<file path="config.mk">
export PLATFORM = sky130hd
export DESIGN_NAME = tmr3_match
export DESIGN_NICKNAME = d
export VERILOG_FILES = /design/src/rtl/tmr_pkg.sv /design/src/rtl/tmr_edge.sv /design/src/rtl/tmr_chan.sv /design/src/rtl/tmr3_match.sv
export SDC_FILE = /design/constraint.sdc
export NUM_CORES = 2
export LEC_CHECK = 0
export BUFFER_PORTS_ARGS = -buffer_cell sky130_fd_sc_hd__buf_2
export CORE_ASPECT_RATIO = 2
export CORE_MARGIN = 4
export CORE_UTILIZATION = 55
export DETAILED_ROUTE_END_ITERATION = 6
export GPL_TIMING_DRIVEN = 1
export PLACE_DENSITY_LB_ADDON = 0.12
export SYNTH_ARGS = -nofsm -noshare
export SYNTH_HDL_FRONTEND = slang
export SYNTH_SLANG_ARGS = --single-unit
</file>
<file path="constraint.sdc">
create_clock -name clk -period 7.89 [get_ports clk]
set_input_delay 1.578 -clock clk [delete_from_list [all_inputs] [get_ports clk]]
set_output_delay 1.578 -clock clk [all_outputs]
set_load 0.01 [all_outputs]
</file>
<file path="src/rtl/tmr_pkg.sv">
// Shared constants for the triple timer: register offsets and the
// position of each control field under both control-word packings.
// Assumes at most three counters, since the shared registers occupy the
// fourth window.
package tmr_pkg;
    localparam int ADDR_W = 6;
    localparam logic [ADDR_W-1:0] A_CTRL = 6'h30;
    localparam logic [ADDR_W-1:0] A_STS  = 6'h34;
    localparam logic [ADDR_W-1:0] A_MASK = 6'h38;

    // Bit index of the run enable of counter n.
    function automatic int en_bit(input bit alt, input int n);
        return alt ? 4 * n : 3 * n;
    endfunction

    // Bit index of the source select of counter n.
    function automatic int src_bit(input bit alt, input int n);
        return en_bit(alt, n) + 1;
    endfunction

    // Bit index of the overflow-flag enable of counter n.
    function automatic int ovf_bit(input bit alt, input int n);
        return en_bit(alt, n) + 2;
    endfunction

    // Bit index of the shared count-up selector.
    function automatic int up_bit(input bit alt);
        return alt ? 12 : 9;
    endfunction
endpackage

</file>
<file path="src/rtl/tmr_edge.sv">
// Synchronises N asynchronous tick lines with two flops and emits a
// one-cycle pulse per rising edge. Assumes each input stays high and low
// for at least two clock cycles.
module tmr_edge #(
    parameter int N = 3
) (
    input  logic         clk,
    input  logic         rst_n,
    input  logic [N-1:0] din,
    output logic [N-1:0] rise
);
    logic [N-1:0] s1, s2, s3;

    // Synchroniser chain plus the delayed copy for edge detection.
    always_ff @(posedge clk) begin
        if (!rst_n) begin
            s1 <= '0;
            s2 <= '0;
            s3 <= '0;
        end else begin
            s1 <= din;
            s2 <= s1;
            s3 <= s2;
        end
    end

    assign rise = s2 & ~s3;
endmodule

</file>
<file path="src/rtl/tmr_chan.sv">
// One counter with its reload and two compare registers. It advances when
// run is high and tick_ok is high, reloads on wrap, and reports the
// compare-A, compare-B and wrap events of the ticking cycle.
// Assumes that the register writes are already decoded.
module tmr_chan #(
    parameter int CW = 32
) (
    input  logic          clk,
    input  logic          rst_n,
    input  logic          run,
    input  logic          up,
    input  logic          tick_ok,
    input  logic          wr_cnt,
    input  logic          wr_load,
    input  logic          wr_cmpa,
    input  logic          wr_cmpb,
    input  logic [CW-1:0] wdata,
    output logic [CW-1:0] cnt,
    output logic [CW-1:0] load,
    output logic [CW-1:0] cmpa,
    output logic [CW-1:0] cmpb,
    output logic [2:0]    evt
);
    logic          step;
    logic          wrap;
    logic [CW-1:0] nxt;

    // Decide whether this cycle ticks, whether it wraps, and the next value.
    always_comb begin
        step = run && tick_ok && !wr_cnt;
        wrap = up ? (cnt == {CW{1'b1}}) : (cnt == '0);
        if (wrap)    nxt = load;
        else if (up) nxt = cnt + 1'b1;
        else         nxt = cnt - 1'b1;
    end

    // Events compare the pre-tick count.
    assign evt = {step && wrap, step && (cnt == cmpb), step && (cnt == cmpa)};

    // Counter: a direct write wins over a tick.
    always_ff @(posedge clk) begin
        if (!rst_n)       cnt <= '0;
        else if (wr_cnt)  cnt <= wdata;
        else if (step)    cnt <= nxt;
    end

    // Reload and compare registers.
    always_ff @(posedge clk) begin
        if (!rst_n) begin
            load <= '0;
            cmpa <= '0;
            cmpb <= '0;
        end else begin
            if (wr_load) load <= wdata;
            if (wr_cmpa) cmpa <= wdata;
            if (wr_cmpb) cmpb <= wdata;
        end
    end

    // A counter write lands exactly.
    assert_cnt_write_R5: assert property (@(posedge clk) disable iff (!rst_n)
        wr_cnt |=> cnt == $past(wdata));
    // A stopped counter holds its value.
    assert_stop_hold_R3: assert property (@(posedge clk) disable iff (!rst_n)
        (!run && !wr_cnt) |=> $stable(cnt));
    // A down-count at zero reloads.
    assert_down_reload_R7: assert property (@(posedge clk) disable iff (!rst_n)
        (run && tick_ok && !wr_cnt && !up && cnt == '0) |=> cnt == $past(load));
endmodule

</file>
<file path="src/rtl/tmr3_match.sv">
// Register front end of the triple timer: decodes bus writes, holds the
// control, status and mask words, feeds the counters and drives irq.
// Assumes NUM_TMR <= 3, with the shared registers in the fourth window.
module tmr3_match
    import tmr_pkg::*;
#(
    parameter int NUM_TMR    = 3,
    parameter int CW         = 32,
    parameter bit ALT_LAYOUT = 1'b0
) (
    input  logic              clk,
    input  logic              rst_n,
    input  logic              psel,
    input  logic              penable,
    input  logic              pwrite,
    input  logic [ADDR_W-1:0] paddr,
    input  logic [CW-1:0]     pwdata,
    output logic [CW-1:0]     prdata,
    input  logic [NUM_TMR-1:0] ext_tick,
    output logic              irq
);
    localparam int STS_W = 3 * NUM_TMR;
    localparam int UPB   = up_bit(ALT_LAYOUT);

    logic             wr_go;
    logic [1:0]       win;
    logic [1:0]       sub;
    logic [CW-1:0]    ctrl;
    logic [STS_W-1:0] sts;
    logic [STS_W-1:0] msk;
    logic [STS_W-1:0] evt_q;
    logic [STS_W-1:0] clr;
    logic [NUM_TMR-1:0] rise;
    logic [NUM_TMR-1:0] run_v;
    logic [CW-1:0] cnt_a  [NUM_TMR];
    logic [CW-1:0] load_a [NUM_TMR];
    logic [CW-1:0] cmpa_a [NUM_TMR];
    logic [CW-1:0] cmpb_a [NUM_TMR];

    assign wr_go = psel && penable && pwrite && (paddr[1:0] == 2'b00);
    assign win   = paddr[5:4];
    assign sub   = paddr[3:2];

    tmr_edge #(.N(NUM_TMR)) u_edge (
        .clk(clk), .rst_n(rst_n), .din(ext_tick), .rise(rise)
    );

    for (genvar g = 0; g < NUM_TMR; g++) begin : g_tmr
        localparam int PE = en_bit(ALT_LAYOUT, g);
        localparam int PS = src_bit(ALT_LAYOUT, g);
        localparam int PO = ovf_bit(ALT_LAYOUT, g);
        logic       hit;
        logic [2:0] evt;

        assign hit      = wr_go && (win == 2'(g));
        assign run_v[g] = ctrl[PE];

        tmr_chan #(.CW(CW)) u_chan (
            .clk(clk), .rst_n(rst_n),
            .run(ctrl[PE]), .up(ctrl[UPB]),
            .tick_ok(ctrl[PS] ? rise[g] : 1'b1),
            .wr_cnt(hit && sub == 2'd0), .wr_load(hit && sub == 2'd1),
            .wr_cmpa(hit && sub == 2'd2), .wr_cmpb(hit && sub == 2'd3),
            .wdata(pwdata),
            .cnt(cnt_a[g]), .load(load_a[g]), .cmpa(cmpa_a[g]), .cmpb(cmpb_a[g]),
            .evt(evt)
        );

        // The overflow flag is qualified by its enable.
        assign evt_q[3*g +: 3] = {evt[2] && ctrl[PO], evt[1:0]};

        // A stopped counter sets no status bit.
        assert_stop_silent_R12: assert property (@(posedge clk) disable iff (!rst_n)
            !ctrl[PE] |=> (sts[3*g +: 3] & ~$past(sts[3*g +: 3])) == 3'b000);
        // Without its enable, the overflow flag never rises.
        assert_ovf_gate_R9: assert property (@(posedge clk) disable iff (!rst_n)
            !ctrl[PO] |=> !(sts[3*g+2] && !$past(sts[3*g+2])));
    end

    assign clr = (wr_go && paddr == A_STS) ? pwdata[STS_W-1:0] : '0;

    // Control and mask words.
    always_ff @(posedge clk) begin
        if (!rst_n) begin
            ctrl <= '0;
            msk  <= '0;
        end else begin
            if (wr_go && paddr == A_CTRL) ctrl <= pwdata;
            if (wr_go && paddr == A_MASK) msk  <= pwdata[STS_W-1:0];
        end
    end

    // Status: a new event wins over a write-1 clear.
    always_ff @(posedge clk) begin
        if (!rst_n) sts <= '0;
        else        sts <= (sts & ~clr) | evt_q;
    end

    assign irq = |(sts & ~msk);

    // Read mux.
    always_comb begin
        prdata = '0;
        if (int'(win) < NUM_TMR) begin
            case (sub)
                2'd0:    prdata = cnt_a[win];
                2'd1:    prdata = load_a[win];
                2'd2:    prdata = cmpa_a[win];
                default: prdata = cmpb_a[win];
            endcase
        end else if (paddr == A_CTRL) begin
            prdata = ctrl;
        end else if (paddr == A_STS) begin
            prdata = CW'(sts);
        end else if (paddr == A_MASK) begin
            prdata = CW'(msk);
        end
    end

    for (genvar b = 0; b < STS_W; b++) begin : g_sts
        // A write-1 clear with no event leaves the bit clear.
        assert_w1c_R9: assert property (@(posedge clk) disable iff (!rst_n)
            (clr[b] && !evt_q[b]) |=> !sts[b]);
    end

    // The interrupt line needs at least one status bit.
    assert_irq_src_R11: assert property (@(posedge clk) disable iff (!rst_n)
        irq |-> sts != '0);
    // No counter runs on a cycle after reset with nothing written.
    assert_reset_idle_R1: assert property (@(posedge clk) disable iff (!rst_n)
        $past(!rst_n) |-> (run_v == '0 && !irq));
endmodule

</file>
After elaboration in Yosys (flattened, before gate mapping):

Cells that the tools add are included.

* memories kept: 0
* output and inout bits: 33
* bits in writable memories: 0
* bits in latches: 0
* register bits: 443
* memory bits (read-only): 0

* multiply operators: 0
* $lt $le $gt $ge: 2
* bitwise gates (word level): 8
* add/subtract/negate cells: 6
* muxes and demuxes: 36
* divide/modulo/power cells: 0
* reductions and logical operators: 52
* equality and inequality tests: 17
* shift operators: 0

Operators by type and width (number)
* 32-bit two-way mux: 22
* 32-bit binary-select mux with 2-bit select: 4
* 32-bit == test: 6
* 32-bit by 1-bit adder with 32-bit output (second input constant): 3
* 32-bit == test (second input constant): 3
* 32-bit zero test: 3
* 32-bit case mux with 3 select lines: 1
* 32-bit by 1-bit subtractor with 32-bit output (second input constant): 3
* 1-bit logical AND: 39
* 9-bit two-way mux: 3
* 9-bit bitwise AND: 2
* 6-bit == test (second input constant): 3
* 9-bit NOT: 2
* 9-bit bitwise OR: 1
* 9-bit OR reduction: 1
* 2-bit == test (second input constant): 3
* 2-bit zero test: 3
* 1-bit two-way mux: 6
* 2-bit nonzero test: 3
* 2-bit by 1-bit == test with 1-bit output (second input constant): 2
* 3-bit bitwise AND: 1
* 3-bit >= comparator (second input constant): 1
* 1-bit zero test: 3
* 2-bit NOT with 3-bit output: 1
* 2 further kinds: 2

Logic depth before layout (Yosys ltp):

* depth in word-level cells: 10
* gate-level depth with buffers: 13

Hierarchy:

A second synthesis with hierarchy kept.

* cell total of the unflattened synthesis: 3406
* area total of the unflattened synthesis: 28645.0 µm²

Modules (own cells, without submodules)
* tmr_chan: seq. area each 2562.5 µm², area an instance 7494.7 µm², cells an instance 884, times used 3
* tmr3_match: seq. area each 1001.0 µm², area an instance 5905.7 µm², cells an instance 733, times used 1
* tmr_edge: seq. area each 180.2 µm², area an instance 255.2 µm², cells an instance 21, times used 1

Worst setup path before layout:

Ideal clock, no wire load.

* kind: in2out
* start: input paddr[4]
* end: output prdata[8]
* setup slack: 3.008 ns
* stages: 8
* buffers on the path: 5
* data arrival time: 3.304 ns
* cell sequence: clkbuf_1 clkbuf_1 clkbuf_1 clkbuf_1 clkbuf_1 a21oi_1 o2111ai_1 o21ai_0

* word-level cells in the longest chain between the ends: 6
* elaborated cells between the ends (all ways): 22
* classes of those cells: 1 x order compare; 3 x eq/ne; 17 x mux; 1 x bitwise

Ends and longest elaborated chain
* start, declared: line tmr3_match.sv:16 `input logic [ADDR_W-1:0] paddr,`
* 2-bit NOT with 3-bit output (not written as such)
* 32-bit binary-select mux with 2-bit select (on tied branches)
* 32-bit two-way mux (on tied branches) (2 in a row)
* 32-bit case mux with 3 select lines: line tmr3_match.sv:105 `case (sub)`
* 32-bit two-way mux *: line tmr3_match.sv:104 `if (int'(win) < NUM_TMR) begin`
* end, declared: line tmr3_match.sv:18 `output logic [CW-1:0] prdata,`

Mark *: on every way between the ends. The rest lies on a longest branch, timed or not. The select of a mux whose other input is x is not followed.

Final worst setup path:

* start: input paddr[4]
* end: output prdata[7]

The elaborated chain is that of the path after synthesis.

==> metrics <==
CORE AREA 0.0517 mm^2; pwr dens 162 mW/mm^2; maximum clock frequency between 150 and 200 MHz; Post-synth EDFFs 0; via-per-instance ratio approximately 7; Worst EP required 6.31 ns; grt total ovfl 0; Hold WC Path Type reg2reg; worst vdd ir roughly 0.00015 V; Post-synth ARST share 0; setup TNS 0 ns; Initial Util 0.554; H-tree depth 2; die height 331 um; gate count of the mapped netlist just under 4000; Layout Nets 3919; layout cell share with drive strength beyond 1 0.0671; clock sinks 443; cts bufs inserted 43; buffer count from post-CTS setup fixing 0; CTS Buffer Depth 3; Worst Clk Skew 0.0182 ns; Final Setup Violations 0; Worst Tran Pin Value about 1.3 ns; HPWL after detailed placement between 90000 and 100000 um; post-synth top area share 0.310; antenna violations before repair 2; crit path DAT 4.43 ns; Area Overhead vs Synth 6.55%; total power 4.95 mW; #FFs+latches synth 443; Routed WL 135000 um; 1st-pass router iterations 7; DIE AREA 0.0560 mm^2; Die Wd 169 um; # rows 118; Worst-Skew Late Latency 0.59 ns; r2r startpoint ctrl[9]$_SDFFE_PN0P_; Startpoint Class input pin; Critical path buffers and inverters 3; crit path from paddr[4]; Final Slew Violations 0; Root Buffer clkbuf_16; Clock transition at path regs 0.07 ns; Hold Startpoint u_edge.s1[0]$_SDFF_PN0_; slowest cell delay on critical path 0.94 ns; leakage 11.1 nW; DRT antenna net count 0; vias in the first global route 29500; CP Cell Sequence buf_4 > nor2b_4 > buf_4 > a211oi_1 > a211oi_1 > a21oi_1 > a221o_1 > o21ai_0 > buf_2; CTS tree done; CP endpoint kind output port; Mapped Nets 4105; Max stage delay cell, worst path nor2b_4; Max Cap Viol 0; total number of vias 30800; post-synthesis sequential area ratio 0.310; GR Util All Layers 0.462; crit share post-route 0.762; Top Family by Delay on Critical Path buffers and inverters; Most used DFF post-synth dfxtp_1; Slew headroom 0.139; First DRT Iteration DRCs around 4000; CTS Hold Bufs 0; wire length per cell 30.1 um; synth unique cells 80; Final min period around 6 ns; Top-Level Pins 79; Post-Syn Area per Cell roughly 7.2 um^2; dominant cells by area after synthesis dfxtp_1 31%, nand2_1 11%, a21oi_1 10%; CP Class in2out; Mapped Area between 0.02 and 0.03 mm^2; PostCTS Resize Cnt 0; largest net degree at the start of global routing between 80 and 90; most frequent cells in the layout 851 x nand2_1, 580 x a21oi_1, 442 x dfxtp_1, 233 x xnor2_1, 227 x nor2_1; outcome finished, final reports clean; Synth Warn # 0; commonest non-fill, non-tap cell in the layout nand2_1; first-pass GRT wire length just under 200000 um; drc violations 0; GP Congestion between 1 and 1.5; CP Max Fanout 63; Synth area leader dfxtp_1; PortBufs 78; Fin. Hold Viols 0; RSZ-0062 raised after global routing false
path summary, 6_finish.rpt:
path	endpoint	slack [ns]	cells after the start
worst max-delay path	prdata[7]	1.88	9
worst min-delay path	u_edge.s2[0]$_SDFF_PN0_	0.44	1
worst max register to register	g_tmr[0].u_chan.cnt[28]$_SDFFE_PN0P_	2.59	13
worst min register to register	u_edge.s2[0]$_SDFF_PN0_	0.44	1
routing by layer:
| metal | GRT usage | wire length [um] | up-vias |
|---|---|---|---|
| li1 | - | - | 13500 |
| met1 | 0.508 | 44100 | 14400 |
| met2 | 0.746 | 61400 | 2126 |
| met3 | 0.0824 | 12900 | 665 |
| met4 | 0.431 | 16200 | 0 |
| met5 | 0 | 0 | - |
Yosys cell counts, types with 44 or more instances:
| cell type | number |
|---|---|
| nand2_1 | 852 |
| a21oi_1 | 580 |
| dfxtp_1 | 443 |
| clkbuf_1 | 334 |
| nor2_1 | 240 |
| xnor2_1 | 233 |
| o21ai_0 | 147 |
| mux2i_1 | 127 |
| ha_1 | 90 |
| nand4_1 | 88 |
| a21o_1 | 75 |
| nand3_1 | 74 |
| a211oi_1 | 72 |
| o211ai_1 | 52 |
| nor4_1 | 47 |
| o22ai_1 | 47 |
| a221oi_1 | 44 |
flip-flops by register name, indices dropped and copies added, names as in the netlist, 9 cells and up:
| signal | count |
|---|---|
| ctrl | 32 |
| g_tmr.u_chan.cmpa | 96 |
| g_tmr.u_chan.cmpb | 96 |
| g_tmr.u_chan.cnt | 96 |
| g_tmr.u_chan.load | 96 |
| msk | 9 |
| sts | 9 |
power breakdown:
part / switching (mW) / leakage [nW] / internal (mW)
combinational: 0.315 / 6.79 / 0.112
sequential: 0.00686 / 3.57 / 2.24
clock: 0.989 / 0.730 / 1.29
logic make-up after synthesis:
logic type / Yosys count / synth area share
adder cells (fa/ha/maj): 93 / 0.0414
multiplexers: 129 / 0.0452
AO/OA/AOI/OAI: 1181 / 0.251
XOR/XNOR: 267 / 0.0817
buffers and inverters: 417 / 0.0563
AND/OR/NAND/NOR: 1436 / 0.215
flip-flops: 443 / 0.310
area by class of cell:
class                      count  area, um^2
tap                          660         826
inverter                      42         165
clock inverter                23         285
clock buffer                  56        1220
fill                        4889       21200
timing repair buffer         144         910
multi-input combinational   3106       18200
sequential                   443        8870
antenna                        3        7.51
metrics by stage:
step / cell area, um^2 / util / instances / setup slack, ns / hold slack, ns
finish: 30500 / 0.590 / 4477 / 1.88 / 0.438
global route: 30500 / 0.590 / 4474 / 1.77 / 0.449
CTS: 30500 / 0.590 / 4474 / 1.94 / 0.438
detailed placement: 29000 / 0.561 / 4395 / 1.94 / 0.423
global placement: 29000 / 0.561 / 4395 / 1.95 / 0.416
floorplan: 28600 / - / 3966 / 3.01 / 0.410
No activity file was read; power rests on OpenSTA's default activity.
